File: src/rtl/nfc_pkg.sv
package nfc_pkg;

    localparam int unsigned ADDR_W = 19;
    localparam int unsigned DATA_W = 16;
    localparam int unsigned CMD_W  = 8;

    typedef logic [ADDR_W-1:0] addr_t;
    typedef logic [DATA_W-1:0] data_t;
    typedef logic [CMD_W-1:0]  cmd_t;

    typedef enum logic [2:0] {
        OP_NONE = 3'd0,
        OP_PROG = 3'd1,
        OP_SECT = 3'd2,
        OP_BLK  = 3'd3,
        OP_CHIP = 3'd4
    } op_kind_e;

    typedef enum logic [1:0] {
        RM_ARRAY = 2'd0,
        RM_ID    = 2'd1,
        RM_CFI   = 2'd2
    } rmode_e;

    typedef enum logic [2:0] {
        SQ_IDLE,
        SQ_UNL1,
        SQ_UNL2,
        SQ_PROG,
        SQ_ERA1,
        SQ_ERA2,
        SQ_ERA3
    } seq_e;

    typedef struct packed {
        addr_t addr;
        data_t data;
    } bus_cyc_t;

    localparam addr_t KEY_ADDR_A = addr_t'(19'h05555);
    localparam addr_t KEY_ADDR_B = addr_t'(19'h02AAA);

    localparam cmd_t KEY_A     = 8'hAA;
    localparam cmd_t KEY_B     = 8'h55;
    localparam cmd_t C_PROG    = 8'hA0;
    localparam cmd_t C_ERASE   = 8'h80;
    localparam cmd_t C_SECT    = 8'h30;
    localparam cmd_t C_BLK     = 8'h50;
    localparam cmd_t C_CHIP    = 8'h10;
    localparam cmd_t C_ID      = 8'h90;
    localparam cmd_t C_QUERY   = 8'h98;
    localparam cmd_t C_LEAVE   = 8'hF0;

    function automatic logic hits(bus_cyc_t c, addr_t a, cmd_t k);
        return (c.addr == a) && (c.data[CMD_W-1:0] == k);
    endfunction

    function automatic addr_t clear_low(addr_t a, int unsigned n);
        addr_t m;
        m = '1;
        m = m << n;
        return a & m;
    endfunction

endpackage

File: src/rtl/nfc_bus_capture.sv
module nfc_bus_capture
    import nfc_pkg::*;
(
    input  logic     clk,
    input  logic     rst,
    input  logic     ce_n,
    input  logic     we_n,
    input  logic     oe_n,
    input  addr_t    addr,
    input  data_t    wdata,
    output logic     cyc_valid,
    output bus_cyc_t cyc
);

    logic     strobe;
    logic     strobe_q;
    bus_cyc_t hold_q;

    assign strobe = !ce_n && !we_n && oe_n;

    always_ff @(posedge clk) begin
        if (rst) begin
            strobe_q <= 1'b0;
            hold_q   <= '0;
        end else begin
            strobe_q <= strobe;
            if (strobe) begin
                hold_q.addr <= addr;
                hold_q.data <= wdata;
            end
        end
    end

    assign cyc_valid = strobe_q && !strobe;
    assign cyc       = hold_q;

endmodule

File: src/rtl/nfc_seq_fsm.sv
module nfc_seq_fsm
    import nfc_pkg::*;
#(
    parameter int unsigned SECT_LSB = 11,
    parameter int unsigned BLK_LSB  = 15
) (
    input  logic     clk,
    input  logic     rst,
    input  logic     busy,
    input  logic     cyc_valid,
    input  bus_cyc_t cyc,
    output logic     op_start,
    output op_kind_e op_kind,
    output addr_t    op_addr,
    output data_t    op_data,
    output rmode_e   mode
);

    seq_e     st_q, st_n;
    rmode_e   mode_q, mode_n;
    logic     go_n;
    op_kind_e kind_q, kind_n;
    addr_t    oaddr_q, oaddr_n;
    data_t    odata_q, odata_n;
    logic     go_q;
    cmd_t     cmd;

    assign cmd = cyc.data[CMD_W-1:0];

    always_comb begin
        st_n    = st_q;
        mode_n  = mode_q;
        go_n    = 1'b0;
        kind_n  = kind_q;
        oaddr_n = oaddr_q;
        odata_n = odata_q;
        if (cyc_valid && !busy) begin
            case (st_q)
                SQ_IDLE: begin
                    if (hits(cyc, KEY_ADDR_A, KEY_A)) st_n = SQ_UNL1;
                    else if (cmd == C_LEAVE)          mode_n = RM_ARRAY;
                end
                SQ_UNL1: begin
                    if (hits(cyc, KEY_ADDR_B, KEY_B)) st_n = SQ_UNL2;
                    else begin st_n = SQ_IDLE; mode_n = RM_ARRAY; end
                end
                SQ_UNL2: begin
                    st_n = SQ_IDLE;
                    if (cyc.addr != KEY_ADDR_A) mode_n = RM_ARRAY;
                    else begin
                        case (cmd)
                            C_PROG:  st_n   = SQ_PROG;
                            C_ERASE: st_n   = SQ_ERA1;
                            C_ID:    mode_n = RM_ID;
                            C_QUERY: mode_n = RM_CFI;
                            default: mode_n = RM_ARRAY;
                        endcase
                    end
                end
                SQ_PROG: begin
                    st_n    = SQ_IDLE;
                    go_n    = 1'b1;
                    kind_n  = OP_PROG;
                    oaddr_n = cyc.addr;
                    odata_n = cyc.data;
                end
                SQ_ERA1: begin
                    if (hits(cyc, KEY_ADDR_A, KEY_A)) st_n = SQ_ERA2;
                    else begin st_n = SQ_IDLE; mode_n = RM_ARRAY; end
                end
                SQ_ERA2: begin
                    if (hits(cyc, KEY_ADDR_B, KEY_B)) st_n = SQ_ERA3;
                    else begin st_n = SQ_IDLE; mode_n = RM_ARRAY; end
                end
                SQ_ERA3: begin
                    st_n    = SQ_IDLE;
                    odata_n = cyc.data;
                    if (cmd == C_SECT) begin
                        go_n = 1'b1; kind_n = OP_SECT;
                        oaddr_n = clear_low(cyc.addr, SECT_LSB);
                    end else if (cmd == C_BLK) begin
                        go_n = 1'b1; kind_n = OP_BLK;
                        oaddr_n = clear_low(cyc.addr, BLK_LSB);
                    end else if (hits(cyc, KEY_ADDR_A, C_CHIP)) begin
                        go_n = 1'b1; kind_n = OP_CHIP;
                        oaddr_n = '0;
                    end else begin
                        mode_n = RM_ARRAY;
                    end
                end
                default: st_n = SQ_IDLE;
            endcase
        end
    end

    always_ff @(posedge clk) begin
        if (rst) begin
            st_q    <= SQ_IDLE;
            mode_q  <= RM_ARRAY;
            go_q    <= 1'b0;
            kind_q  <= OP_NONE;
            oaddr_q <= '0;
            odata_q <= '0;
        end else begin
            st_q    <= st_n;
            mode_q  <= mode_n;
            go_q    <= go_n;
            kind_q  <= kind_n;
            oaddr_q <= oaddr_n;
            odata_q <= odata_n;
        end
    end

    assign op_start = go_q;
    assign op_kind  = kind_q;
    assign op_addr  = oaddr_q;
    assign op_data  = odata_q;
    assign mode     = mode_q;

endmodule

File: src/rtl/nfc_id_lookup.sv
module nfc_id_lookup
    import nfc_pkg::*;
#(
    parameter data_t MAKER_WORD  = 16'h00BF,
    parameter data_t DEVICE_WORD = 16'h2781
) (
    input  rmode_e mode,
    input  addr_t  addr,
    output data_t  id_word
);

    always_comb begin
        id_word = '0;
        if (mode == RM_ID) begin
            if (addr == addr_t'(0))      id_word = MAKER_WORD;
            else if (addr == addr_t'(1)) id_word = DEVICE_WORD;
        end
    end

endmodule

File: src/rtl/nfc_cmd_decoder.sv
module nfc_cmd_decoder
    import nfc_pkg::*;
#(
    parameter int unsigned SECT_LSB = 11,
    parameter int unsigned BLK_LSB  = 15
) (
    input  logic              clk,
    input  logic              rst,
    input  logic              ce_n,
    input  logic              we_n,
    input  logic              oe_n,
    input  logic [ADDR_W-1:0] addr,
    input  logic [DATA_W-1:0] wdata,
    input  logic              busy,
    output logic              op_start,
    output logic [2:0]        op_kind,
    output logic [ADDR_W-1:0] op_addr,
    output logic [DATA_W-1:0] op_data,
    output logic [1:0]        read_mode,
    output logic [DATA_W-1:0] id_word
);

    logic     cyc_valid;
    bus_cyc_t cyc;
    op_kind_e kind;
    rmode_e   mode;

    nfc_bus_capture i_cap (
        .clk       (clk),
        .rst       (rst),
        .ce_n      (ce_n),
        .we_n      (we_n),
        .oe_n      (oe_n),
        .addr      (addr),
        .wdata     (wdata),
        .cyc_valid (cyc_valid),
        .cyc       (cyc)
    );

    nfc_seq_fsm #(
        .SECT_LSB (SECT_LSB),
        .BLK_LSB  (BLK_LSB)
    ) i_fsm (
        .clk       (clk),
        .rst       (rst),
        .busy      (busy),
        .cyc_valid (cyc_valid),
        .cyc       (cyc),
        .op_start  (op_start),
        .op_kind   (kind),
        .op_addr   (op_addr),
        .op_data   (op_data),
        .mode      (mode)
    );

    nfc_id_lookup i_id (
        .mode    (mode),
        .addr    (addr),
        .id_word (id_word)
    );

    assign op_kind   = kind;
    assign read_mode = mode;

endmodule

File: config.mk
export PLATFORM = sky130hd
export DESIGN_NAME = nfc_cmd_decoder
export DESIGN_NICKNAME = d
export VERILOG_FILES = /design/src/rtl/nfc_pkg.sv /design/src/rtl/nfc_bus_capture.sv /design/src/rtl/nfc_seq_fsm.sv /design/src/rtl/nfc_id_lookup.sv /design/src/rtl/nfc_cmd_decoder.sv
export SDC_FILE = /design/constraint.sdc
export NUM_CORES = 1
export LEC_CHECK = 0
export BUFFER_PORTS_ARGS = -buffer_cell sky130_fd_sc_hd__buf_4
export CORE_MARGIN = 4
export CORE_UTILIZATION = 55
export DETAILED_ROUTE_END_ITERATION = 6
export PLACE_DENSITY = 0.9
export SLEW_MARGIN = 30
export SYNTH_ARGS = -nofsm -noshare
export SYNTH_HDL_FRONTEND = slang
export SYNTH_SLANG_ARGS = --single-unit
export TNS_END_PERCENT = 5
File: constraint.sdc
create_clock -name clk -period 2.97 [get_ports clk]
set_input_delay 0.4455 -clock clk [delete_from_list [all_inputs] [get_ports clk]]
set_output_delay 0.4455 -clock clk [all_outputs]
set_load 0.03 [all_outputs]
==> results of run 1 <==
-- state kept, by name, indices dropped and copies added (netlist names) --
register / cells
i_cap.strobe_q: 1
i_fsm.st_q: 3
i_fsm.op_data: 16
i_fsm.op_kind: 3
i_fsm.mode: 2
i_cap.cyc: 35
i_fsm.op_start: 1
i_fsm.op_addr: 19
-- worst max-delay path: stages, from the launching register on --
cell and delay [ps]:
dfxtp_1 390, nor4b_1 290, nand3_1 160, nor3_1 430, buf_4 250
-- power by group through the flow --
stage / registers, mW / clock network [mW] / logic, mW
floorplan: 1.12 / 0 / 0.0730
CTS: 1.11 / 0.779 / 0.119
global route: 1.11 / 0.825 / 0.131
finish: 1.11 / 0.766 / 0.120
detailed placement: 1.13 / 0 / 0.118
global placement: 1.13 / 0 / 0.115
-- worst paths after layout --
check / start / endpoint / slack [ps] / cells past startpoint
max reg2reg: i_fsm.st_q[2] / i_fsm.op_addr[9] / 830 / 6
min reg2reg: i_fsm.op_data[6] / i_fsm.op_data[6] / 450 / 2
max: i_fsm.mode[0] / id_word[4] / 650 / 4
min: wdata[2] / i_cap.cyc[2] / 350 / 3
-- cells in the final DEF (no fill, tap or decap), drive strengths merged, types with 3 or more instances in the layout --
master and n:
a21oi 74, and3 4, dfxtp 80, and2 4, nor4b 5, clkbuf 11, nand4 4, nor2 13
conb 5, o21ai 21, nand3b 3, nand3 3, nor4bb 8, clkinv 3, nor2b 7, nor3 7
nor4 6, a31oi 8, buf 97, nand2 127
-- area by class of cell --
| type | count | share of cell area [%] |
|---|---|---|
| Multi-Input combinational cell | 323 | 39.12 |
| Clock buffer | 11 | 3.289 |
| Timing Repair Buffer | 97 | 16.94 |
| Clock inverter | 4 | 1.048 |
| Sequential cell | 80 | 37.25 |
| Tap cell | 75 | 2.183 |
| Inverter | 2 | 0.1746 |
-- kinds of logic (layout without fill, tap and decap cells) --
logic type | after synthesis | count (layout) | share of synthesized area [%]
simple gates | 203 | 203 | 28.64
compound gates | 111 | 111 | 17.19
flops | 80 | 80 | 45.37
buf+inv | 47 | 114 | 7.550
mux | 2 | 2 | 0.6380
other cells | 1 | 5 | 0.1062
xor+xnor | 2 | 2 | 0.4964
-- layer usage --
| layer | routed length [um] | track usage [%] |
|---|---|---|
| met4 | 128 | 9.203 |
| met1 | 3743 | 30.91 |
| met3 | 753 | 5.268 |
| met2 | 4139 | 37.05 |
| met5 | 0 | 0 |
==> flow_summary.json, run 1 <==
{
  "max-slew-margin-rel_pct": 56.54,
  "detailedPlace.worstSlack_ps": 781.4,
  "firstDrtPassIters": 6,
  "area_growth_pct": 21.80,
  "postCtsResizedCells": 0,
  "grt-ovfl-total": 0,
  "path_class": "reg2out",
  "netSwitchingFraction_pct": 22.51,
  "path_max_fanout": 5,
  "ctsHoldBuffers": 0,
  "synth_edf_count": 0,
  "hold_viol": 0,
  "maxSlewViolCount": 0,
  "std_cell_rows": 28,
  "arrival_ps": 1870,
  "period_share_pct": 78.02,
  "n_antenna_cell": 0,
  "multi_input_area_um2": 1682,
  "worstMarginPinSlew_ps": 650.6,
  "netlist_instances": 446,
  "drc": 0,
  "cp_data_required_time_ps": 2520,
  "setup_tns_ps": 0,
  "coreArea_um2": 6061,
  "synth.area.top_cells": "dfxtp_1 (45%), nand2_1 (13%), a21oi_1 (10%), buf_4 (3.0%), o21ai_0 (3.0%)",
  "die_area_um2": 7763,
  "root_buffer": "clkbuf_8",
  "clk_path_buf_depth": 2,
  "design_power_total_mw": 1.994,
  "final_area_um2": 4299,
  "wl_um": 8765,
  "final_cells": 592,
  "grt_setup_unrepaired": "false",
  "ys_ff_latch": 80,
  "die_width_um": 88.11,
  "gp_congestion": 0.9014,
  "drive_gt1_share_pct": 23.60,
  "cp-end-kind": "primary output",
  "fin_ws_ps": 652.8,
  "grt_pass1_vias": 3101,
  "numCtsBuffers": 9,
  "grt_max_degree": 44,
  "fill_cells": 484,
  "initial_core_util_pct": 58.24,
  "netlist_area_um2": 3530,
  "yosysTopAreaCellShare_pct": 45.37,
  "routedWlPerCell_um": 14.81,
  "die-height_um": 88.11,
  "vias": 3382,
  "dpl_cell_area_um2": 4113,
  "fin_skew_ps": 8.579,
  "grt_usage_pct": 23.33,
  "vdd_drop_max_v": 0.0003095,
  "ys_types": 49,
  "p_int_mw": 1.545,
  "power.clock.fraction_pct": 38.4,
  "dp_cells": 577,
  "clk_latency_ps": 340,
  "seqPwrFrac_pct": 55.6,
  "clock-sinks": 80,
  "drt_iter0_markers": 299,
  "power.switching_mw": 0.4487,
  "avgSynthCellArea_um2": 7.914,
  "p_comb_share_pct": 6.0,
  "utilization_pct": 70.93,
  "place_hpwl_um": 6286,
  "port_buffers": 92,
  "fin_nets": 554,
  "seq_area_frac_synth_pct": 45.37,
  "synth_commonest_cells": "nand2_1 (126), dfxtp_1 (80), a21oi_1 (74), clkbuf_1 (21), o21ai_0 (21)",
  "grt_antenna_before_repair": 0,
  "grt_pass1_wl_um": 14150,
  "postRouteAntennaNets": 0,
  "cp-start-kind": "register",
  "seqCellArea_um2": 1602,
  "drv_cap": 0,
  "cts_tree": "built",
  "period_minus_slack_ps": 2317,
  "holdWs_ps": 349.2,
  "ys.flop_type": "dfxtp_1",
  "status": "finished clean",
  "yosys_warnings": 0,
  "cts.clk_slew.worst_paths_ps": 70,
  "h-tree-depth": 3,
  "synthMostInstantiatedCell": "nand2_1",
  "p_per_area_nw_per_um2": 463.7,
  "hold_class": "in2reg",
  "pin_count": 98,
  "fmax_ghz": 0.4316,
  "synthArstFlopShare_pct": 0,
  "yosys.area.top_type": "dfxtp_1",
  "finalSetupViolCount": 0,
  "power.leakage_nw": 1.684,
  "viasPerCell": 5.713,
  "post-cts-setup-buffers": 0
}
Note: power is estimated with default switching activity, not from simulation.
==> run 2: changes to the inputs <==
CORE_UTILIZATION = 47   (was 55)
PLACE_DENSITY = 0.83   (was 0.9)
clock period = 2.1 ns   (was 2.97 ns; I/O delays follow)
==> run 2 against run 1 <==
  * Non-clock buffer count grew 4
  * Critical path depth rose by 1
  * Via count is 2.5% lower
  * Clock power is 49% higher
  * First-iteration DRC count shrank 6.0%
  * Sequential share of layout area shrank 0.93 points
  * Die area increased by 15%
  * Power increased by 45%
  * Global-route usage down 3.2 points
  * Largest cell class unchanged
  * Largest power group unchanged
  * Highest routed layer unchanged
==> flow_summary.json, run 2 (synthesis results as in run 1) <==
{
  "max-slew-margin-rel_pct": 66.62,
  "hold_viol": 0,
  "coreArea_um2": 7292,
  "reg2reg_depth": 5,
  "wl_um": 8936,
  "p_per_area_nw_per_um2": 654.7,
  "cp-start-kind": "register",
  "fin_nets": 558,
  "status": "finished clean",
  "maxSlewViolCount": 0,
  "root_buffer": "clkbuf_8",
  "routedWlPerCell_um": 14.41,
  "pin_count": 98,
  "finalSetupViolCount": 0,
  "path_class": "reg2reg",
  "cp-end-kind": "register",
  "hold_class": "in2reg",
  "gp_congestion": 0.9621,
  "die-height_um": 94.66,
  "grt_antenna_before_repair": 0,
  "fin_skew_ps": 6.012,
  "clock-sinks": 80,
  "cts.clk_slew.worst_paths_ps": 70,
  "place_hpwl_um": 6441,
  "grt_max_degree": 50,
  "fmax_ghz": 0.5038,
  "wl_met2_um": 4250,
  "grt_pass1_wl_um": 14270,
  "met1_length_um": 4002,
  "postRouteAntennaNets": 0,
  "holdWs_ps": 207.8,
  "n_antenna_cell": 0,
  "worstMarginPinSlew_ps": 500.7,
  "largest_reg_flops": 35,
  "drc": 0,
  "numCtsBuffers": 9,
  "final_area_um2": 4409,
  "fill_cells": 676,
  "arrival_ps": 2220,
  "dr_wl_met3_um": 528,
  "period_share_pct": 94.52,
  "dpl_cell_area_um2": 4190,
  "hold_path_depth": 3,
  "drt_iter0_markers": 281,
  "grt-ovfl-total": 0,
  "grt_usage_pct": 20.14,
  "clk_latency_ps": 350,
  "vdd_drop_max_v": 0.0002963,
  "port_buffers": 92,
  "std_cell_rows": 31,
  "viasPerCell": 5.321,
  "path_max_fanout": 6,
  "area_growth_pct": 24.92,
  "period_minus_slack_ps": 1985,
  "grt_pass1_vias": 3120,
  "grt_setup_unrepaired": "false",
  "vias": 3299,
  "initial_core_util_pct": 48.40,
  "power.leakage_nw": 1.720,
  "post-cts-setup-buffers": 0,
  "clk_path_buf_depth": 2,
  "h-tree-depth": 3,
  "drv_cap": 0,
  "cts_tree": "built",
  "cp_data_required_time_ps": 2330,
  "final_cell_mix": "nand2_1 (126), buf_4 (100), dfxtp_1 (80), a21oi_1 (74), o21ai_0 (21)",
  "final_common_cell": "nand2_1",
  "die_width_um": 94.66,
  "dr.max_layer_used": "met4",
  "firstDrtPassIters": 4,
  "die_area_um2": 8961,
  "drive_gt1_share_pct": 25.53
}
-- run 2: what timing repair did --
| action | 4_1_cts | 5_1_grt |
|---|---|---|
| cloned | 0 | 0 |
| pin swaps | 0 | 0 |
| hold buffers | 0 | 0 |
| setup endpoints to repair | 4 | 23 |
| gates resized for setup | 1 | 4 |
-- run 2: worst max-delay path: stages, from the launching register on --
cell	delay, ps
dfxtp_1	420
nor4bb_1	500
a311o_1	250
o211ai_1	120
a211oi_2	230
mux2_1	350
-- run 2: stage by stage --
stage,utilization (%),total power [mW],cells,setup WS [ps],TNS [ps]
floorplan,-,1.691,450,-261.6,-813.0
detailed placement,57.46,1.775,605,68.77,0
CTS,60.36,2.903,620,53.62,0
global route,60.47,2.993,620,6.312,0
global placement,57.46,1.771,605,169.2,0
finish,60.47,2.887,620,115.1,0
-- run 2: layout make-up --
cell class | count | area (um2) | share of cell area, %
Tap cell | 99 | 123.9 | 2.809
Timing Repair Buffer | 101 | 770.7 | 17.48
Sequential cell | 80 | 1602 | 36.32
Multi-Input combinational cell | 323 | 1700 | 38.56
Clock inverter | 3 | 40.04 | 0.9081
Inverter | 2 | 7.507 | 0.1703
Clock buffer | 12 | 165.2 | 3.746
-- run 2: worst paths after layout --
check | start | end | slack (ps)
max | i_cap.cyc[4] | i_fsm.mode[1] | 120
min | wdata[8] | i_cap.cyc[8] | 210
max reg2reg | i_cap.cyc[4] | i_fsm.mode[1] | 120
min reg2reg | i_cap.cyc[9] | i_fsm.op_data[9] | 460
-- run 2: power breakdown --
group,internal (mW),switching (mW)
logic,0.0809,0.0966
registers,1.54,0.0274
clock network,0.636,0.507
total,2.26,0.631
-- run 2: per-layer routing --
metal  track usage [%]  vias up
met1             26.22     1525
met2             32.30      106
met3             4.622       17
li1                  -     1651
met4             8.053        0
met5                 0        -
